==> src/rtl/hwloop_pkg.sv <==
package hwloop_pkg;
  typedef enum logic [2:0] {
    SEL_HOLD,
    SEL_INC,
    SEL_LOAD,
    SEL_WRAP,
    SEL_EXIT
  } nxt_sel_e;
endpackage

==> src/rtl/hwloop_cnt.sv <==
module hwloop_cnt #(
  parameter int CW = 10
) (
  input  logic          clk_i,
  input  logic          rst_ni,
  input  logic          load_i,
  input  logic [CW-1:0] val_i,
  input  logic          dec_i,
  output logic          zero_o
);
  logic [CW-1:0] cnt_q;

  always_ff @(posedge clk_i or negedge rst_ni) begin
    if (!rst_ni)     cnt_q <= '0;
    else if (load_i) cnt_q <= val_i;
    else if (dec_i)  cnt_q <= cnt_q - 1'b1;
  end

  assign zero_o = (cnt_q == '0);
endmodule

==> src/rtl/hwloop_addr.sv <==
module hwloop_addr #(
  parameter int AW = 16
) (
  input  logic          clk_i,
  input  logic          rst_ni,
  input  logic          load_i,
  input  logic          block_i,
  input  logic [AW-1:0] start_i,
  input  logic [AW-1:0] end_i,
  input  logic [AW-1:0] fetch_pc_i,
  output logic [AW-1:0] load_start_o,
  output logic [AW-1:0] start_q_o,
  output logic [AW-1:0] end_q_o,
  output logic          at_end_o
);
  logic [AW-1:0] after_cmd;
  logic [AW-1:0] load_end;

  assign after_cmd    = fetch_pc_i + 1'b1;
  // single mode: body is the instruction right after the command
  assign load_start_o = block_i ? start_i : after_cmd;
  assign load_end     = block_i ? end_i   : after_cmd;

  always_ff @(posedge clk_i or negedge rst_ni) begin
    if (!rst_ni) begin
      start_q_o <= '0;
      end_q_o   <= '0;
    end else if (load_i) begin
      start_q_o <= load_start_o;
      end_q_o   <= load_end;
    end
  end

  assign at_end_o = (fetch_pc_i == end_q_o);
endmodule

==> src/rtl/hwloop_nextpc.sv <==
module hwloop_nextpc
  import hwloop_pkg::*;
#(
  parameter int AW = 16
) (
  input  nxt_sel_e      sel_i,
  input  logic [AW-1:0] fetch_pc_i,
  input  logic [AW-1:0] load_start_i,
  input  logic [AW-1:0] start_q_i,
  input  logic [AW-1:0] end_q_i,
  output logic [AW-1:0] nxt_pc_o
);
  always_comb begin
    unique case (sel_i)
      SEL_INC:  nxt_pc_o = fetch_pc_i + 1'b1;
      SEL_LOAD: nxt_pc_o = load_start_i;
      SEL_WRAP: nxt_pc_o = start_q_i;
      SEL_EXIT: nxt_pc_o = end_q_i + 1'b1;
      default:  nxt_pc_o = fetch_pc_i;
    endcase
  end
endmodule

==> src/rtl/hwloop_ctrl.sv <==
module hwloop_ctrl
  import hwloop_pkg::*;
#(
  parameter int AW = 16,
  parameter int CW = 10
) (
  input  logic          clk_i,
  input  logic          rst_ni,
  input  logic          rpt_i,
  input  logic          rpt_block_i,
  input  logic [CW-1:0] rpt_count_i,
  input  logic [AW-1:0] blk_start_i,
  input  logic [AW-1:0] blk_end_i,
  input  logic [AW-1:0] fetch_pc_i,
  input  logic          fetch_adv_i,
  output logic [AW-1:0] nxt_pc_o,
  output logic          active_o,
  output logic          flush_o,
  output logic          err_o
);
  logic          active_q, err_q;
  logic          accept, wrap, leave;
  logic          at_end, cnt_zero;
  logic [AW-1:0] load_start, start_q, end_q;
  nxt_sel_e      sel;

  assign accept = rpt_i & ~active_q;
  assign wrap   = active_q & fetch_adv_i & at_end & ~cnt_zero;
  assign leave  = active_q & fetch_adv_i & at_end & cnt_zero;

  always_comb begin
    if (accept)           sel = SEL_LOAD;
    else if (wrap)        sel = SEL_WRAP;
    else if (leave)       sel = SEL_EXIT;
    else if (fetch_adv_i) sel = SEL_INC;
    else                  sel = SEL_HOLD;
  end

  hwloop_cnt #(.CW(CW)) u_cnt (
    .clk_i  (clk_i),
    .rst_ni (rst_ni),
    .load_i (accept),
    .val_i  (rpt_count_i),
    .dec_i  (wrap),
    .zero_o (cnt_zero)
  );

  hwloop_addr #(.AW(AW)) u_addr (
    .clk_i        (clk_i),
    .rst_ni       (rst_ni),
    .load_i       (accept),
    .block_i      (rpt_block_i),
    .start_i      (blk_start_i),
    .end_i        (blk_end_i),
    .fetch_pc_i   (fetch_pc_i),
    .load_start_o (load_start),
    .start_q_o    (start_q),
    .end_q_o      (end_q),
    .at_end_o     (at_end)
  );

  hwloop_nextpc #(.AW(AW)) u_nxt (
    .sel_i        (sel),
    .fetch_pc_i   (fetch_pc_i),
    .load_start_i (load_start),
    .start_q_i    (start_q),
    .end_q_i      (end_q),
    .nxt_pc_o     (nxt_pc_o)
  );

  always_ff @(posedge clk_i or negedge rst_ni) begin
    if (!rst_ni) begin
      active_q <= 1'b0;
      err_q    <= 1'b0;
    end else begin
      if (accept)     active_q <= 1'b1;
      else if (leave) active_q <= 1'b0;
      if (rpt_i && active_q) err_q <= 1'b1;
    end
  end

  assign active_o = active_q;
  assign flush_o  = accept;
  assign err_o    = err_q;
endmodule

==> config.mk <==
export PLATFORM = sky130hd
export DESIGN_NAME = hwloop_ctrl
export DESIGN_NICKNAME = d
export VERILOG_FILES = /design/src/rtl/hwloop_pkg.sv /design/src/rtl/hwloop_cnt.sv /design/src/rtl/hwloop_addr.sv /design/src/rtl/hwloop_nextpc.sv /design/src/rtl/hwloop_ctrl.sv
export SDC_FILE = /design/constraint.sdc
export NUM_CORES = 1
export LEC_CHECK = 0
export ABC_AREA = 1
export BUFFER_PORTS_ARGS = -buffer_cell sky130_fd_sc_hd__buf_2
export CAP_MARGIN = 20
export CORE_MARGIN = 4
export CORE_UTILIZATION = 25
export CTS_CLUSTER_SIZE = 28
export DETAILED_ROUTE_END_ITERATION = 6
export PLACE_DENSITY = 0.4
export SYNTH_ARGS = -nofsm -noshare
export SYNTH_HDL_FRONTEND = slang
export SYNTH_SLANG_ARGS = --single-unit
==> constraint.sdc <==
create_clock -name clk_i -period 4.2 [get_ports clk_i]
set_clock_uncertainty 0.15 [all_clocks]
set_input_delay 0.21 -clock clk_i [delete_from_list [all_inputs] [get_ports clk_i]]
set_output_delay 0.21 -clock clk_i [all_outputs]
set_load 0.02 [all_outputs]
==> results of run 1 <==
[path summary, 6_finish.rpt]
kind / end / startpoint / slack [ns] / cells after the start
worst max-delay path: nxt_pc_o[2] / u_cnt.cnt_q[0] / 0.96 / 13
worst max register to register: u_cnt.cnt_q[1] / u_cnt.cnt_q[0] / 1.91 / 11
worst min-delay path: u_cnt.cnt_q[5] / rpt_count_i[5] / 0.01 / 3
worst min register to register: err_o / err_o / 0.33 / 1
min in group asynchronous: u_addr.end_q_o[13] / rst_ni / 0.40 / 3
max in group asynchronous: u_addr.end_q_o[3] / rst_ni / 3.08 / 3
[state kept, by name, indices dropped and copies added, names as in the netlist]
name,count
u_addr.start_q_o,16
u_cnt.cnt_q,10
u_addr.end_q_o,16
err_o,1
active_o,1
[layout make-up]
class / count / area [um2] / area share
multi-input cells: 501 / 2530 / 0.521
flip-flops and latches: 44 / 1100 / 0.227
repair buffers: 87 / 453 / 0.0933
inverters: 87 / 329 / 0.0678
well taps: 216 / 270 / 0.0557
clock buffers: 5 / 125 / 0.0258
clock inverters: 3 / 46.3 / 0.00954
[worst max-delay path, stage by stage (launching register included)]
cell and delay (ns):
dfrtp_1 0.38, inv_1 0.11, ha_1 0.18, nand2_1 0.12, nor2_4 0.18, nand2_4 0.09, nor2_8 0.23, inv_4 0.12
nand4_4 0.17, nand2_4 0.18, nor2_8 0.40, nand2_1 0.09, a21oi_1 0.15, buf_2 0.18
[per-layer routing]
layer	vias up	track usage	share of wire
met4	0	0.0370	0.013
met5	-	0	0
met3	11	0.0275	0.046
met1	2056	0.227	0.47
li1	2217	-	-
met2	100	0.276	0.47
[cells in the final DEF (no fill, tap or decap), types with 7 or more instances in the layout]
cell	instances
a31oi_1	8
nand2_1	217
o21ai_0	17
buf_2	81
nand4_1	36
a21oi_1	27
xnor2_1	8
dfrtp_1	44
nand3_1	23
a22oi_1	11
inv_2	7
xor2_1	19
nor2_1	80
nand2_2	11
nor2_4	7
inv_1	79
[logic make-up after synthesis]
logic type      after synthesis  synth area share
xor+xnor                     28            0.0620
compound gates               70            0.0991
flops                        44             0.270
buf+inv                     112             0.111
simple gates                400             0.449
fa+ha+maj                     3           0.00920
[power breakdown]
part / internal, W / switching (W)
clock: 0.000284 / 0.000198
sequential: 0.000563 / 0.000157
combinational: 0.000293 / 0.000501
total: 0.00114 / 0.000856
[metrics by stage]
step	util	power (W)	setup WS (ns)	instance area (um2)	hold WS [ns]
3_5_place_dp	0.293	0.00152	1.28	4670	0.217
4_1_cts	0.304	0.00202	0.933	4850	0.00241
5_1_grt	0.304	0.00216	0.665	4850	0.00892
6_report	0.304	0.00199	0.963	4850	0.0131
3_3_place_gp	0.293	0.00152	1.35	4670	0.207
2_1_floorplan	-	0.00127	1.93	4080	-0.236
==> results by group, run 1 <==
Clocking
  • CTS sink cnt: 44
  • CTS Buffer Depth: 2
  • CTS tree: yes
  • CTS Buf Count: 5
  • Post-CTS Setup Bufs: 0
  • CTS HTree Levels: 2
  • Reg clk slew, reported paths: 0.08 ns
  • Post-CTS Resized: 0
  • Hold buffer count at cts: 1
  • Clock root buffer: clkbuf_16
  • Skew-Pair Late Insertion Delay: 0.30 ns

Global routing
  • Largest net degree at the start of global routing: 45
  • Vias in the first global route: 4368
  • Gr usage total: 0.166
  • GRT Residual Overflow: 0
  • Global-route wire length before repair: 24.0 mm
  • Antenna violations before repair: 0

Timing
  • Max Freq: 309 MHz
  • Unrepaired setup endpoints after global routing: no
  • Final-report hold violation count: 0
  • Final worst-path cycle share: 0.771
  • Clock period minus worst slack: 3.24 ns
  • Setup TNS: 0 ns
  • Worst-Margin Slew: 0.790 ns
  • Worst rel slew slack: 0.473
  • Slew Viols, Final: 0
  • Final setup fails: 0

Synth
  • Synthesized area: 0.00408 mm2
  • Synth warnings: 0
  • Most frequent cell after synthesis: nand2_1
  • Synth top area cells: dfrtp_1 (27%), nand2_1 (20%), nor2_1 (7.5%)
  • Largest area contributor in the netlist: dfrtp_1
  • Share of the synthesized area in the top cell type: 0.270
  • FF+latch count, synth: 44
  • Mean post-synth cell area: 6.21 um2
  • Most frequent cells after synthesis: nand2_1 (217), nor2_1 (81), inv_1 (79), dfrtp_1 (44), nand4_1 (36)
  • Synth cell types: 38
  • Asr flop ratio synth: 1.00
  • Number of synthesized flops with an enable pin: 0
  • Syn Inst Count: 657
  • Post-synthesis sequential area ratio: 0.270
  • Ys flop type: dfrtp_1
  • Syn nets: 723

Run
  • # Max-Cap Violations: 0

Die
  • Initial core utilization: 0.256
  • Core area: 0.0159 mm2
  • Die X: 136 um
  • Core Rows: 46
  • Die H: 136 um
  • # IOs: 82
  • Die area: 0.0184 mm2

Worst setup path
  • Crit path max fanout: 21
  • Critical Path Sink Type: output pin
  • CP Data Arrival Time: 2.88 ns
  • Crit Path Class: flip-flop to output pin
  • Startpoint Class: flip-flop
  • Req. time, crit path: 3.84 ns

Outcome
  • Status: finished clean

Cells and area
  • Final Instance Count excl. Fillers: 943
  • Ratio of cells with drive above 1 in the final layout: 0.186
  • Fill cell count: 1842
  • Antenna diode count: 0
  • Fin nets: 792
  • Layout area overhead: 19.0%

Place
  • Port Buffers: 81
  • GPL Wtd Cong: 0.850
  • Placed Cells: 934
  • Post-DP HPWL: 11.7 mm

Detailed routing
  • Drt total wl: 15.1 mm
  • Wire length per cell: 16.0 um
  • Drt pass-1 iters: 5
  • Initial drt markers: 233
  • Total number of vias: 4384
  • Post-route antenna net violation count: 0
  • Via-per-instance ratio: 4.65
  • DR DRC count: 0

Hold path
  • Worst hold path class: input port to flip-flop

Pwr
  • P per Cell Area: 411 mW/mm2
  • Lkg Pwr: 2.54 nW
  • Peak supply drop: 0.000225 V
Note: power is estimated with default switching activity, not from simulation.
==> run 2, diff against run 1 <==
--- a/config.mk
+++ b/config.mk
@@ -12,7 +12,7 @@
 export CORE_UTILIZATION = 25
 export CTS_CLUSTER_SIZE = 28
 export DETAILED_ROUTE_END_ITERATION = 6
-export PLACE_DENSITY = 0.4
+export PLACE_DENSITY = 0.41
 export SYNTH_ARGS = -nofsm -noshare
 export SYNTH_HDL_FRONTEND = slang
 export SYNTH_SLANG_ARGS = --single-unit
==> constraint.sdc (replaced) <==
create_clock -name clk_i -period 2.8 [get_ports clk_i]
set_clock_uncertainty 0.15 [all_clocks]
set_input_delay 0.14 -clock clk_i [delete_from_list [all_inputs] [get_ports clk_i]]
set_output_delay 0.14 -clock clk_i [all_outputs]
set_load 0.02 [all_outputs]
==> run 2 against run 1 <==
Register-to-register slack lost 1.2 ns. Largest power group unchanged. Sequential share of layout area shrank 1.3 points. Critical path depth grew 1. Highest routed layer unchanged. Critical path type unchanged. Total power grew 52%. Die area is the same. Largest cell class unchanged. Combinational power grew 55%.
==> results by group, run 2 (synthesized netlist as in run 1, its figures left out) <==
Outcome
  • Status: finished clean

Global routing
  • Largest net degree at the start of global routing: 40
  • Antenna violations before repair: 0
  • GRT Residual Overflow: 0
  • Vias in the first global route: 4596
  • Gr usage total: 0.165
  • Global-route wire length before repair: 24.0 mm

Die
  • Die H: 136 um
  • Core Rows: 46
  • Die area: 0.0184 mm2
  • Core area: 0.0159 mm2
  • Initial core utilization: 0.256
  • # IOs: 82
  • Die X: 136 um

Pwr
  • Lkg Pwr: 2.68 nW
  • Peak supply drop: 0.000302 V
  • P per Cell Area: 589 mW/mm2

Worst setup path
  • CP Data Arrival Time: 2.33 ns
  • Critical Path Sink Type: output pin
  • Crit path max fanout: 7
  • Crit Path Class: flip-flop to output pin
  • Req. time, crit path: 2.51 ns
  • Startpoint Class: flip-flop

Detailed routing
  • Total number of vias: 4497
  • Drt total wl: 14.9 mm
  • Drt pass-1 iters: 4
  • Via-per-instance ratio: 4.64
  • Initial drt markers: 195
  • Post-route antenna net violation count: 0
  • DR DRC count: 0
  • Wire length per cell: 15.4 um

Place
  • GPL Wtd Cong: 0.878
  • Dpl cell area: 0.00472 mm2
  • Port Buffers: 81
  • Placed Cells: 941
  • Post-DP HPWL: 11.7 mm

Timing
  • Final worst-path cycle share: 0.936
  • Worst-Margin Slew: 0.589 ns
  • Setup TNS: 0 ns
  • Unrepaired setup endpoints after global routing: no
  • Clock period minus worst slack: 2.62 ns
  • Tightest hold margin: 0.00703 ns
  • Worst rel slew slack: 0.607
  • Final setup fails: 0
  • Final-report hold violation count: 0
  • Max Freq: 382 MHz
  • Slew Viols, Final: 0

Clocking
  • CTS Buf Count: 5
  • CTS Buffer Depth: 2
  • CTS tree: yes
  • Reg clk slew, reported paths: 0.07 ns
  • Skew-Pair Late Insertion Delay: 0.30 ns
  • Clock root buffer: clkbuf_16
  • CTS HTree Levels: 2
  • CTS sink cnt: 44

Cells and area
  • Ratio of cells with drive above 1 in the final layout: 0.201
  • Final Cell Area: 0.00515 mm2
  • Fill cell count: 1811
  • Biggest regs: u_addr.end_q_o (16), u_addr.start_q_o (16), u_cnt.cnt_q (10)
  • Layout area overhead: 26.2%
  • Area of the multi-input gates: 0.00254 mm2
  • Antenna diode count: 0
  • Final Instance Count excl. Fillers: 969
  • Commonest non-fill, non-tap cell in the layout: nand2_1
  • Finished Core Util: 0.323
  • Fin nets: 818
  • Commonest non-fill, non-tap cells in the layout: nand2_1 (216), inv_1 (79), nor2_1 (79), buf_2 (78), dfrtp_1 (44)
  • FF+latch area: 0.00110 mm2

Hold path
  • Worst hold path class: input port to flip-flop

Run
  • # Max-Cap Violations: 0
[run 2: changes by cell type in the layout (fill, tap and decap cells not counted), sizes merged]
cell,change
buf,+13
clkbuf,+1
clkinv,+1
clkinvlp,-1
dlygate4sd3,+13
inv,-1
[run 2: worst paths after layout]
check,depth (start not counted),slack (ns),endpoint,from
setup / recovery,14,0.18,nxt_pc_o[7],u_cnt.cnt_q[0]
hold / removal,3,0.007,u_addr.end_q_o[12],blk_end_i[12]
setup reg to reg,12,0.71,u_cnt.cnt_q[1],u_cnt.cnt_q[0]
hold reg to reg,1,0.33,err_o,err_o
max in group asynchronous,3,1.50,u_addr.start_q_o[11],rst_ni
min in group asynchronous,2,0.23,u_addr.end_q_o[7],rst_ni
[run 2: layout make-up]
type / instances / area share
multi-input cells: 501 / 0.494
flip-flops and latches: 44 / 0.214
repair buffers: 113 / 0.141
inverters: 87 / 0.0639
well taps: 216 / 0.0525
clock buffers: 6 / 0.0270
clock inverters: 2 / 0.00753
[run 2: stage by stage]
stage               setup slack, ns  total power [W]
finish                        0.180          0.00303
global route                0.00526          0.00329
CTS                          0.0263          0.00307
detailed placement            0.276          0.00227
global placement              0.327          0.00227
floorplan                     0.603          0.00191
[run 2: where the power goes]
part           switching, W  internal [W]  leakage (nW)
Clock              0.000287      0.000448        0.0871
Combinational      0.000761      0.000472          2.09
Sequential         0.000220      0.000845         0.509
Total               0.00127       0.00176          2.68
[run 2: worst max-delay path, stage by stage, from the launching register on]
cell,delay [ns]
dfrtp_1,0.38
inv_1,0.11
ha_1,0.19
nand2_2,0.09
nor2_4,0.14
nand2_4,0.09
nor2_8,0.16
inv_4,0.05
nand4_4,0.10
nand2_4,0.07
nor2_8,0.13
buf_12,0.14
nand2_1,0.05
a21oi_1,0.15
buf_4,0.17
[run 2: routing by layer]
layer / vias up / wire (um) / GRT usage
li1: 2272 / - / -
met1: 2118 / 6870 / 0.219
met2: 96 / 7200 / 0.284
met3: 11 / 680 / 0.0238
met4: 0 / 159 / 0.0403
met5: - / 0 / 0
[run 2: repair_timing]
action                                 4_1_cts  5_1_grt
resized for setup                            0        7
buffers inserted                             2        4
hold buffers                                14        0
endpoints found under the hold margin       33        0
pin swaps                                    1        4
setup endpoints to repair                    4       16
==> run 3, diff against run 2 <==
--- a/config.mk
+++ b/config.mk
@@ -8,7 +8,7 @@
 export ABC_AREA = 1
 export BUFFER_PORTS_ARGS = -buffer_cell sky130_fd_sc_hd__buf_2
 export CAP_MARGIN = 20
-export CORE_MARGIN = 4
+export CORE_MARGIN = 3
 export CORE_UTILIZATION = 25
 export CTS_CLUSTER_SIZE = 28
 export DETAILED_ROUTE_END_ITERATION = 6
==> run 3 against run 2 <==
Non-clock buffer count rose by 1. Critical path type unchanged. Clock power down 14%. Highest routed layer unchanged. Sequential share of layout area rose by 0.10 points. Largest cell class unchanged. Maximum frequency increased by 2.2%. Largest power group unchanged.
==> results by group, run 3 (synthesized netlist as in run 1, its figures left out) <==
Pwr
  • P_sw: 0.00126 W
  • P per Cell Area: 572 mW/mm2
  • Sw frac: 0.430
  • Internal Power: 0.00167 W
  • Peak supply drop: 0.000297 V
  • Clk pwr share: 0.216
  • Comb pwr share: 0.419
  • Sequential Power Share: 0.364
  • Lkg Pwr: 2.67 nW

Run
  • # Max-Cap Violations: 0

Timing
  • Final setup fails: 0
  • Slew Viols, Final: 0
  • Max Freq: 390 MHz
  • Clock period minus worst slack: 2.56 ns
  • Setup TNS: 0 ns
  • Tightest hold margin: 0.00482 ns
  • Final-report hold violation count: 0
  • Worst-Margin Slew: 0.607 ns
  • Unrepaired setup endpoints after global routing: no
  • Worst rel slew slack: 0.595
  • Final worst-path cycle share: 0.916

Clocking
  • CTS tree: yes
  • Reg clk slew, reported paths: 0.06 ns
  • CTS HTree Levels: 2
  • CTS Buf Count: 5
  • CTS Buffer Depth: 2
  • Clock root buffer: clkbuf_16
  • Skew-Pair Late Insertion Delay: 0.30 ns
  • CTS sink cnt: 44

Global routing
  • Most Crowded Layer GR: met2
  • Met1 usage: 0.229
  • GRT Residual Overflow: 0
  • Vias in the first global route: 4479
  • Largest net degree at the start of global routing: 40
  • Global-route wire length before repair: 24.0 mm
  • Gr usage total: 0.171
  • Met2 Use GR: 0.291
  • Antenna violations before repair: 0
  • Grt met3 use: 0.0287

Die
  • Initial core utilization: 0.256
  • Core Rows: 46
  • Die X: 134 um
  • # IOs: 82
  • Core area: 0.0159 mm2
  • Die area: 0.0179 mm2
  • Die H: 134 um

Worst setup path
  • R2R depth: 8
  • Reg2Reg Launch Point: u_addr.end_q_o[12]
  • Req. time, crit path: 2.51 ns
  • Startpoint Class: flip-flop
  • FF-to-FF setup slack: 0.67 ns
  • CP max stage cell: dfrtp_1
  • Largest stage delay, worst path: 0.46 ns
  • Reg-to-reg endpoint: u_cnt.cnt_q[2]
  • CP Data Arrival Time: 2.27 ns
  • Crit path max fanout: 9
  • Critical Path Sink Type: output pin
  • Crit Path Class: flip-flop to output pin
  • CP Cell Sequence: xnor2_1, nand3_1, nor2_4, nand4_4, nand3_4, nor2_8, buf_12, nand2_2, nand4_1, buf_2

Cells and area
  • Biggest regs: u_addr.end_q_o (16), u_addr.start_q_o (16), u_cnt.cnt_q (10)
  • Commonest non-fill, non-tap cell in the layout: nand2_1
  • Final Instance Count excl. Fillers: 970
  • Commonest non-fill, non-tap cells in the layout: nand2_1 (217), buf_2 (80), nor2_1 (79), inv_1 (78), dfrtp_1 (44)
  • Fin nets: 819
  • Antenna diode count: 0
  • Ratio of cells with drive above 1 in the final layout: 0.203
  • Layout area overhead: 25.6%

Place
  • GPL Wtd Cong: 0.865
  • Port Buffers: 81
  • Post-DP HPWL: 11.6 mm
  • Placed Cells: 941

Detailed routing
  • Via-per-instance ratio: 4.56
  • Drt pass-1 iters: 4
  • Wire length per cell: 15.4 um
  • Initial drt markers: 253
  • Post-route antenna net violation count: 0
  • Drt total wl: 14.9 mm
  • DR DRC count: 0
  • Total number of vias: 4427

Hold path
  • Hold_sp: blk_start_i[10]
  • Worst hold path class: input port to flip-flop
  • Hold endpoint: u_addr.start_q_o[10]
  • Hold Path Stages: 5

Outcome
  • Status: finished clean
run 3: power by group through the flow:
stage / combinational, W / sequential (W) / clock [W]
after floorplan: 0.000914 / 0.000997 / 0
after global placement: 0.00119 / 0.00108 / 0
after detailed placement: 0.00120 / 0.00108 / 0
after CTS: 0.00124 / 0.00106 / 0.000661
after global routing: 0.00142 / 0.00110 / 0.000687
final: 0.00123 / 0.00107 / 0.000634
run 3: worst max-delay path: cells and delay by family (launching register included):
kind                   cells  cell delay [ns]
XOR/XNOR                   1             0.31
flip-flops                 1             0.46
buffers and inverters      2             0.32
AND/OR/NAND/NOR            7             0.89
run 3: cell type report:
class	count	area (um2)
fillers	1832	10800
multi-input cells	501	2550
flip-flops and latches	44	1100
repair buffers	114	726
inverters	87	329
well taps	216	270
clock buffers	7	143
clock inverters	1	7.51
run 3: routing by layer:
layer | wire [um] | vias up
li1 | - | 2278
met1 | 6980 | 2072
met2 | 7280 | 69
met3 | 559 | 8
met4 | 134 | 0
met5 | 0 | -
run 3: worst max-delay path by stage:
stage,startpoint,end,slack [ns],depth (start not counted)
floorplan,u_cnt.cnt_q[0],nxt_pc_o[2],0.60,12
global placement,u_cnt.cnt_q[0],nxt_pc_o[2],0.37,13
detailed placement,u_cnt.cnt_q[0],nxt_pc_o[7],0.30,13
CTS,u_cnt.cnt_q[0],nxt_pc_o[6],0.03,13
global route,u_cnt.cnt_q[0],nxt_pc_o[5],0.02,14
finish,u_addr.end_q_o[12],nxt_pc_o[12],0.24,10
run 3: what timing repair did:
action	4_1_cts	5_1_grt
pin swaps	1	3
endpoints found under the setup margin	3	16
gates resized for setup	0	6
hold endpoints to repair	34	0
hold buffers	13	0
setup buffers	2	6
run 3: metrics by stage:
stage	instance area, um2	setup slack [ns]	utilization	total power [W]
2_1_floorplan	4080	0.603	-	0.00191
3_3_place_gp	4720	0.367	0.296	0.00227
3_5_place_dp	4720	0.302	0.296	0.00228
4_1_cts	5040	0.0349	0.316	0.00296
5_1_grt	5120	0.0232	0.321	0.00320
6_report	5120	0.236	0.321	0.00293
